## src/rtl/ddr_mrs_pkg.sv

```systemverilog
package ddr_mrs_pkg;

  typedef enum logic [2:0] {
    S_IDLE,
    S_WAIT_EXT,
    S_SETTLE_EXT,
    S_WAIT_BASE,
    S_SETTLE_BASE
  } seq_state_e;

  typedef struct packed {
    logic cs_n;
    logic ras_n;
    logic cas_n;
    logic we_n;
  } ddr_cmd_t;

  localparam ddr_cmd_t CMD_NOP = '{cs_n: 1'b0, ras_n: 1'b1, cas_n: 1'b1, we_n: 1'b1};
  localparam ddr_cmd_t CMD_MRS = '{cs_n: 1'b0, ras_n: 1'b0, cas_n: 1'b0, we_n: 1'b0};

  localparam logic [1:0] BANK_BASE = 2'b00;
  localparam logic [1:0] BANK_EXT  = 2'b01;

endpackage

```

## src/rtl/mrs_code_check.sv

```systemverilog
module mrs_code_check (
  input  logic [2:0] burst_len_i,
  input  logic [2:0] cas_lat_i,
  output logic       ok_o
);
  logic bl_ok, cl_ok;

  always_comb begin
    bl_ok = burst_len_i inside {3'b001, 3'b010, 3'b011};
    cl_ok = cas_lat_i inside {3'b010, 3'b011, 3'b110};
    ok_o  = bl_ok & cl_ok;
  end
endmodule

```

## src/rtl/mrs_word_build.sv

```systemverilog
module mrs_word_build #(
  parameter int unsigned ADDR_W = 12
) (
  input  logic [2:0]        burst_len_i,
  input  logic              burst_type_i,
  input  logic [2:0]        cas_lat_i,
  input  logic              dll_reset_i,
  output logic [ADDR_W-1:0] word_o
);
  // test-mode bit fixed low
  assign word_o[8:0] = {dll_reset_i, 1'b0, cas_lat_i, burst_type_i, burst_len_i};

  generate
    if (ADDR_W > 9) begin : g_pad
      assign word_o[ADDR_W-1:9] = '0;
    end
  endgenerate
endmodule

```

## src/rtl/mrs_settle_timer.sv

```systemverilog
module mrs_settle_timer #(
  parameter int unsigned SETTLE_CYC = 2
) (
  input  logic clk_i,
  input  logic rst_ni,
  input  logic load_i,
  output logic last_o
);
  localparam int unsigned CW = $clog2(SETTLE_CYC + 1);

  logic [CW-1:0] cnt_q;

  always_ff @(posedge clk_i or negedge rst_ni) begin
    if (!rst_ni)            cnt_q <= '0;
    else if (load_i)        cnt_q <= CW'(SETTLE_CYC);
    else if (cnt_q != '0)   cnt_q <= cnt_q - 1'b1;
  end

  assign last_o = (cnt_q == CW'(1));
endmodule

```

## src/rtl/ddr_mrs_seq.sv

```systemverilog
module ddr_mrs_seq
  import ddr_mrs_pkg::*;
#(
  parameter int unsigned ADDR_W     = 12,
  parameter int unsigned SETTLE_CYC = 2
) (
  input  logic              clk_i,
  input  logic              rst_ni,
  input  logic              start_i,
  input  logic [2:0]        burst_len_i,
  input  logic              burst_type_i,
  input  logic [2:0]        cas_lat_i,
  input  logic              dll_reset_i,
  input  logic [ADDR_W-1:0] ext_mode_i,
  input  logic              banks_idle_i,
  input  logic              cke_i,
  output logic              cs_n_o,
  output logic              ras_n_o,
  output logic              cas_n_o,
  output logic              we_n_o,
  output logic [1:0]        ba_o,
  output logic [ADDR_W-1:0] addr_o,
  output logic              busy_o,
  output logic              done_o,
  output logic              error_o
);
  seq_state_e        state_q;
  ddr_cmd_t          cmd_q;
  logic [1:0]        ba_q;
  logic [ADDR_W-1:0] addr_q;
  logic              done_q, err_q;

  logic [2:0]        bl_q, cl_q;
  logic              bt_q, dll_q;
  logic [ADDR_W-1:0] ext_q;

  logic              codes_ok, pre_ok, settle_last;
  logic              issue_ext, issue_base;
  logic [ADDR_W-1:0] base_word;

  mrs_code_check i_check (
    .burst_len_i (burst_len_i),
    .cas_lat_i   (cas_lat_i),
    .ok_o        (codes_ok)
  );

  mrs_word_build #(.ADDR_W(ADDR_W)) i_word (
    .burst_len_i  (bl_q),
    .burst_type_i (bt_q),
    .cas_lat_i    (cl_q),
    .dll_reset_i  (dll_q),
    .word_o       (base_word)
  );

  mrs_settle_timer #(.SETTLE_CYC(SETTLE_CYC)) i_timer (
    .clk_i  (clk_i),
    .rst_ni (rst_ni),
    .load_i (issue_ext | issue_base),
    .last_o (settle_last)
  );

  assign pre_ok     = banks_idle_i & cke_i;
  assign issue_ext  = (state_q == S_WAIT_EXT)  & pre_ok;
  assign issue_base = (state_q == S_WAIT_BASE) & pre_ok;

  always_ff @(posedge clk_i or negedge rst_ni) begin
    if (!rst_ni) begin
      state_q <= S_IDLE;
      cmd_q   <= CMD_NOP;
      ba_q    <= BANK_BASE;
      addr_q  <= '0;
      done_q  <= 1'b0;
      err_q   <= 1'b0;
      bl_q    <= '0;
      cl_q    <= '0;
      bt_q    <= 1'b0;
      dll_q   <= 1'b0;
      ext_q   <= '0;
    end else begin
      cmd_q  <= CMD_NOP;
      ba_q   <= BANK_BASE;
      addr_q <= '0;
      done_q <= 1'b0;
      err_q  <= 1'b0;
      case (state_q)
        S_IDLE: begin
          if (start_i) begin
            if (codes_ok) begin
              bl_q    <= burst_len_i;
              cl_q    <= cas_lat_i;
              bt_q    <= burst_type_i;
              dll_q   <= dll_reset_i;
              ext_q   <= ext_mode_i;
              state_q <= S_WAIT_EXT;
            end else begin
              err_q <= 1'b1;
            end
          end
        end
        S_WAIT_EXT: begin
          if (issue_ext) begin
            cmd_q   <= CMD_MRS;
            ba_q    <= BANK_EXT;
            addr_q  <= ext_q;
            state_q <= S_SETTLE_EXT;
          end
        end
        S_SETTLE_EXT: if (settle_last) state_q <= S_WAIT_BASE;
        S_WAIT_BASE: begin
          if (issue_base) begin
            cmd_q   <= CMD_MRS;
            ba_q    <= BANK_BASE;
            addr_q  <= base_word;
            state_q <= S_SETTLE_BASE;
          end
        end
        S_SETTLE_BASE: begin
          if (settle_last) begin
            done_q  <= 1'b1;
            state_q <= S_IDLE;
          end
        end
        default: state_q <= S_IDLE;
      endcase
    end
  end

  assign cs_n_o  = cmd_q.cs_n;
  assign ras_n_o = cmd_q.ras_n;
  assign cas_n_o = cmd_q.cas_n;
  assign we_n_o  = cmd_q.we_n;
  assign ba_o    = ba_q;
  assign addr_o  = addr_q;
  assign busy_o  = (state_q != S_IDLE);
  assign done_o  = done_q;
  assign error_o = err_q;
endmodule

```

## config.mk

```make
export PLATFORM = sky130hd
export DESIGN_NAME = ddr_mrs_seq
export DESIGN_NICKNAME = d
export VERILOG_FILES = /design/src/rtl/ddr_mrs_pkg.sv /design/src/rtl/mrs_code_check.sv /design/src/rtl/mrs_word_build.sv /design/src/rtl/mrs_settle_timer.sv /design/src/rtl/ddr_mrs_seq.sv
export SDC_FILE = /design/constraint.sdc
export NUM_CORES = 1
export LEC_CHECK = 0
export BUFFER_PORTS_ARGS = -buffer_cell sky130_fd_sc_hd__buf_2
export CORE_UTILIZATION = 30
export CTS_CLUSTER_SIZE = 30
export DETAILED_ROUTE_END_ITERATION = 12
export MAX_ROUTING_LAYER = met4
export SLEW_MARGIN = 15
export SYNTH_ARGS = -nofsm -noshare
export SYNTH_HDL_FRONTEND = slang
export SYNTH_HIERARCHICAL = 1
export SYNTH_SLANG_ARGS = --single-unit
```

## constraint.sdc

```tcl
create_clock -name clk_i -period 1.5 [get_ports clk_i]
set_clock_uncertainty 0.2 [all_clocks]
set_input_delay 0.15 -clock clk_i [delete_from_list [all_inputs] [get_ports clk_i]]
set_output_delay 0.15 -clock clk_i [all_outputs]
set_load 0.1 [all_outputs]
```

Word level (Yosys, flattened, before mapping). Cells that the tools add are included.

Bits in registers: 45. Input port bits: 25. Output and inout port bits: 21. Word-level logic and storage cells: 68.

Add/sub/neg operators: 1. Equal/unequal tests: 17. Multiplexer cells: 22. Bitwise operators: 5. Reduce and logical (&&, ||, !) cells: 8.

Operators with widths (number): two-way mux 3 bit (8); one-hot mux 12 bit (2 select lines) (1); == test 3 x 2 -> 1 bit (second input constant) (6); one-hot mux 3 bit (5 select lines) (1); two-way mux 12 bit (1); two-way mux 9 bit (1); nonzero test 3 bit (3); != test 2 bit (second input constant) (4); two-way mux 1 bit (7); == test 3 x 1 -> 1 bit (second input constant) (2); == test 3 bit (second input constant) (2); one-hot mux 3 bit (2 select lines) (1); AND reduction 6 bit (1); bitwise AND 1 bit (4); two-way mux 2 bit (2); != test 2 x 1 -> 1 bit (second input constant) (2); nonzero test 2 bit (2); logical NOT 3 bit (1); AND reduction 3 bit (1); == test 2 x 1 -> 1 bit (second input constant) (1); subtractor 2 x 1 -> 2 bit (second input constant) (1); OR 1 bit (1).

Logic depth before layout (Yosys ltp).
Depth in word-level cells: 6. Mapped depth: 5. Mapped depth without buffers: 5.

Cells and area by module. Netlist, hierarchy kept.

Modules (own cells, without submodules): ddr_mrs_seq (instances 1, cells an instance 101, area an instance 1639.1 um^2, seq. area each 977.2 um^2); mrs_settle_timer (instances 1, cells an instance 11, area an instance 115.1 um^2, seq. area each 50.0 um^2); mrs_word_build (instances 1, cells an instance 13, area an instance 93.8 um^2, seq. area each 0.0 um^2); mrs_code_check (instances 1, cells an instance 3, area an instance 22.5 um^2, seq. area each 0.0 um^2).

Worst setup path after synthesis. Ideal clock, no wire load.

Kind: reg2reg. From: reg state_q[2]. To: reg bl_q[0]. Library setup time: 0.125 ns. Arrival: 1.275 ns. Data required time: 1.175 ns. Slack: -0.101 ns. Cell stages (with the launch flop): 6. Cells stage by stage: dfrtp_1 > buf_6 > nor3_4 > nand3_2 > buf_6 > mux2_4.

Longest elaborated chain between the ends: 2.

Ends and longest elaborated chain: start: declaration (line ddr_mrs_seq.sv:27) `seq_state_e state_q;`; start signal: assignment (line ddr_mrs_seq.sv:68) `state_q <= S_IDLE;`; start signal: assignment (line ddr_mrs_seq.sv:94) `state_q <= S_WAIT_EXT;`; start signal: assignment (line ddr_mrs_seq.sv:105) `state_q <= S_SETTLE_EXT;`; logical NOT 3 bit (line ddr_mrs_seq.sv:85) `case (state_q)`; AND reduction 3 bit (no source line); end signal: assignment (line ddr_mrs_seq.sv:89) `bl_q <= burst_len_i;`; end: declaration (line ddr_mrs_seq.sv:33) `logic [2:0] bl_q, cl_q;`.

No other way between the ends. A chain may end at the register's enable or synchronous reset.

Worst setup path in the final report.
From: reg state_q[2]. To: out busy_o.

Longest elaborated chain between the ends: 1.

Ends and longest elaborated chain: nonzero test 3 bit (line ddr_mrs_seq.sv:134) `assign busy_o = (state_q != S_IDLE);`; end: declaration (line ddr_mrs_seq.sv:23) `output logic busy_o,`.

No other way between the ends.

==> flow_metrics.py <==
metrics = {
    "outcome": {
        "status": "finished with violations",
        "violations": "negative setup slack",
    },
    "clock_network": {
        "numCtsBuffers": 5,
        "tritoncts": "done",
        "cts.path.max_buffers": 2,
        "clock_sinks": 41,
        "path_clk_slew_ns": 0.08,
        "clockRootBuffer": "clkbuf_8",
        "worstSkewPairLatency_ns": 0.29,
        "htree_levels": 2,
    },
    "pwr": {
        "ir_worst_vdd_uv": 509.7,
        "p_int_mw": 2.928,
        "switching_power_mw": 1.755,
        "seq_power_share_pct": 37.5,
        "sw_frac_of_total_pct": 37.48,
        "p_leak_nw": 1.372,
        "p_clk_share_pct": 18.9,
        "pwr-share-comb_pct": 43.6,
        "power.density_mw_per_mm2": 1772,
        "p_total_mw": 4.683,
    },
    "detailed_routing": {
        "drtIter0Drc": 80,
        "wl_mm": 3.380,
        "via_per_inst": 4.135,
        "wl_per_cell_microns": 11.99,
        "vias": 1166,
        "drcViolationCount": 0,
        "drtAntennaViolNets": 0,
        "first_pass_iters": 4,
    },
    "yosys": {
        "synthCells": 128,
        "ys_top_cells_by_area": "dfrtp_1 (54%), mux2_4 (16%), buf_4 (6.8%)",
        "netlist_area_sq_mm": 0.001871,
        "ys_seq_area_share_pct": 54.92,
        "ys_warn_count": 6,
        "yosys.area.top_type": "dfrtp_1",
        "synth.distinct_cells": 25,
        "avgSynthCellArea_sq_um": 14.61,
        "ys_ff_latch": 41,
        "synth_top_area_share_pct": 53.51,
    },
    "global_route": {
        "grt_max_degree": 20,
        "grtUsageMet1_pct": 13.81,
        "grt_use_total_pct": 11.72,
        "use_met2_pct": 18.57,
        "grt-ovfl-total": 0,
        "busiest_layer": "met2",
        "grt_util_met3_pct": 2.697,
        "grt_pass1_wl_mm": 5.464,
        "grt_pass1_vias": 1144,
        "antenna_found_initial": 0,
    },
    "finish": {
        "final-seq-area_sq_mm": 0.001031,
        "nFillCells": 559,
        "drive_gt1_share_pct": 49.76,
        "area_growth_pct": 41.27,
        "diodes": 0,
        "nNetsFinal": 233,
        "stdcell_count": 282,
        "multiInputGateArea_sq_um": 655.6,
    },
    "place": {
        "dp_hpwl_mm": 2.447,
        "gp_congestion": 0.7492,
        "pre_cts_ws_ns": -0.2736,
        "placed_cells": 246,
        "port_buffers": 43,
    },
    "timing": {
        "min_period_over_period_pct": 107.9,
        "timing.fmax_ghz": 0.6179,
        "hold_viol_final": 0,
        "rsz0062_at_grt": "yes",
        "slew_violations": 0,
        "finalSetupViolCount": 24,
        "setup_slack_ns": -0.1183,
        "fin_crit_ns": 1.618,
    },
    "setup_path": {
        "worstPathArrival_ns": 1.27,
        "worstPathMaxFanout": 2,
        "path_class": "flip-flop to primary output",
        "end_kind": "primary output",
        "r2r_cells": 4,
        "critPathRequiredTime_ns": 1.15,
        "worstSetupStartpointType": "flip-flop",
    },
    "hold_path": {
        "hold_depth": 3,
        "min_path_type": "input port to flip-flop",
    },
    "die": {
        "die-area_sq_mm": 0.006555,
        "ios": 46,
        "dieWidth_microns": 80.96,
        "coreArea_sq_mm": 0.005956,
        "initial_core_util_pct": 31.41,
        "die_h_microns": 80.96,
        "rows": 28,
    },
    "job": {
        "drv_cap": 0,
    },
}
registers in the layout, summed over array words and instances (netlist names):
name           count
addr_o            12
ext_q             12
bl_q               3
cl_q               3
state_q            3
i_timer/cnt_q      2
ba_o               1
bt_q               1
cas_n_o            1
dll_q              1
done_o             1
error_o            1
kinds of logic (layout without fill, tap and decap cells):
group                    count (synthesis)  after routing  synth area share, %
adder cells (fa/ha/maj)                  2              2                1.338
other                                    2              6               0.4015
flip-flops                              41             41                54.92
buffers and inverters                   27            102                10.84
multiplexers                            20             20                16.05
XOR/XNOR                                 2              2               0.9366
AND/OR/NAND/NOR                         18             18                7.827
AO/OA/AOI/OAI                           16             16                7.692
placed cells by master (no fill, tap or decap), types with 2 or more instances in the layout:
cell / netlist / final
nand2_1: 2 / 2
a22o_1: 12 / 12
ha_1: 2 / 2
dfrtp_1: 40 / 40
conb_1: 2 / 6
nor2_1: 5 / 5
buf_6: 5 / 6
dlygate4sd3_1: 0 / 23
nor3_4: 2 / 2
buf_12: 0 / 6
buf_4: 17 / 15
clkbuf_8: 0 / 5
nand2b_1: 2 / 2
mux2_4: 20 / 20
inv_1: 5 / 4
buf_2: 0 / 39
xor2_1: 2 / 2
critical path: stages, from the launching register on:
cell	delay [ns]
dfrtp_1	0.41
nor3_4	0.24
buf_6	0.14
inv_4	0.03
buf_12	0.15
power by group through the flow:
stage	sequential (mW)	clock (mW)	combinational, mW
floorplan	2.15	0	1.21
global placement	1.76	0	1.89
detailed placement	1.76	0	1.92
CTS	1.75	0.912	2.04
global route	1.80	0.947	2.16
finish	1.75	0.887	2.04
cell type report:
type	count	share of cell area [%]
sequential	41	39.02
timing repair buffer	89	27.46
multi-input combinational	64	24.81
tap	75	3.551
clock buffer	5	2.604
clock inverter	3	1.752
inverter	5	0.8049
final timing paths:
| kind | start | to | slack, ns |
|---|---|---|---|
| min reg2reg | ext_q[9] | addr_o[9] | 0.31 |
| max in group asynchronous | rst_ni | ext_q[6] | 0.48 |
| min | cas_lat_i[2] | cl_q[2] | 0.02 |
| max | state_q[2] | busy_o | -0.12 |
| max reg2reg | state_q[2] | ext_q[3] | -0.10 |
| min in group asynchronous | rst_ni | cl_q[0] | 0.15 |
Yosys cell counts:
library cell,n
dfrtp_1,40
mux2_4,20
buf_4,17
a22o_1,12
buf_6,5
inv_1,5
nor2_1,5
conb_1,2
ha_1,2
nand2_1,2
nand2b_1,2
nor3_4,2
xor2_1,2
a2111oi_2,1
a211oi_1,1
a21o_1,1
a311oi_1,1
and3b_1,1
dfstp_2,1
nand3_2,1
nand3_4,1
nor3_1,1
nor3b_4,1
nor4b_1,1
or2_2,1
routing by layer:
| metal | part of all wire, % | vias up |
|---|---|---|
| li1 | - | 572 |
| met1 | 44 | 558 |
| met2 | 49 | 28 |
| met3 | 4.2 | 8 |
| met4 | 2.5 | 0 |
| met5 | 0 | - |
what timing repair did:
| action | in CTS | in global routing |
|---|---|---|
| pin swaps | 2 | 4 |
| setup endpoints to repair | 27 | 33 |
| gates resized for setup | 6 | 2 |
| hold endpoints to repair | 62 | 0 |
| setup buffers | 4 | 2 |
| hold buffers | 23 | 0 |
stage by stage:
stage	hold slack (ns)	TNS [ns]	area [sq um]	utilization [%]
after floorplan	-0.3456	-2.012	1889	-
after global placement	-0.07679	-3.778	2235	37.52
after detailed placement	-0.07745	-4.529	2235	37.52
after CTS	0.01236	-2.351	2628	44.12
after global routing	0.01630	-3.206	2643	44.37
final	0.02010	-1.781	2643	44.37
No activity file was read; power rests on OpenSTA's default activity.
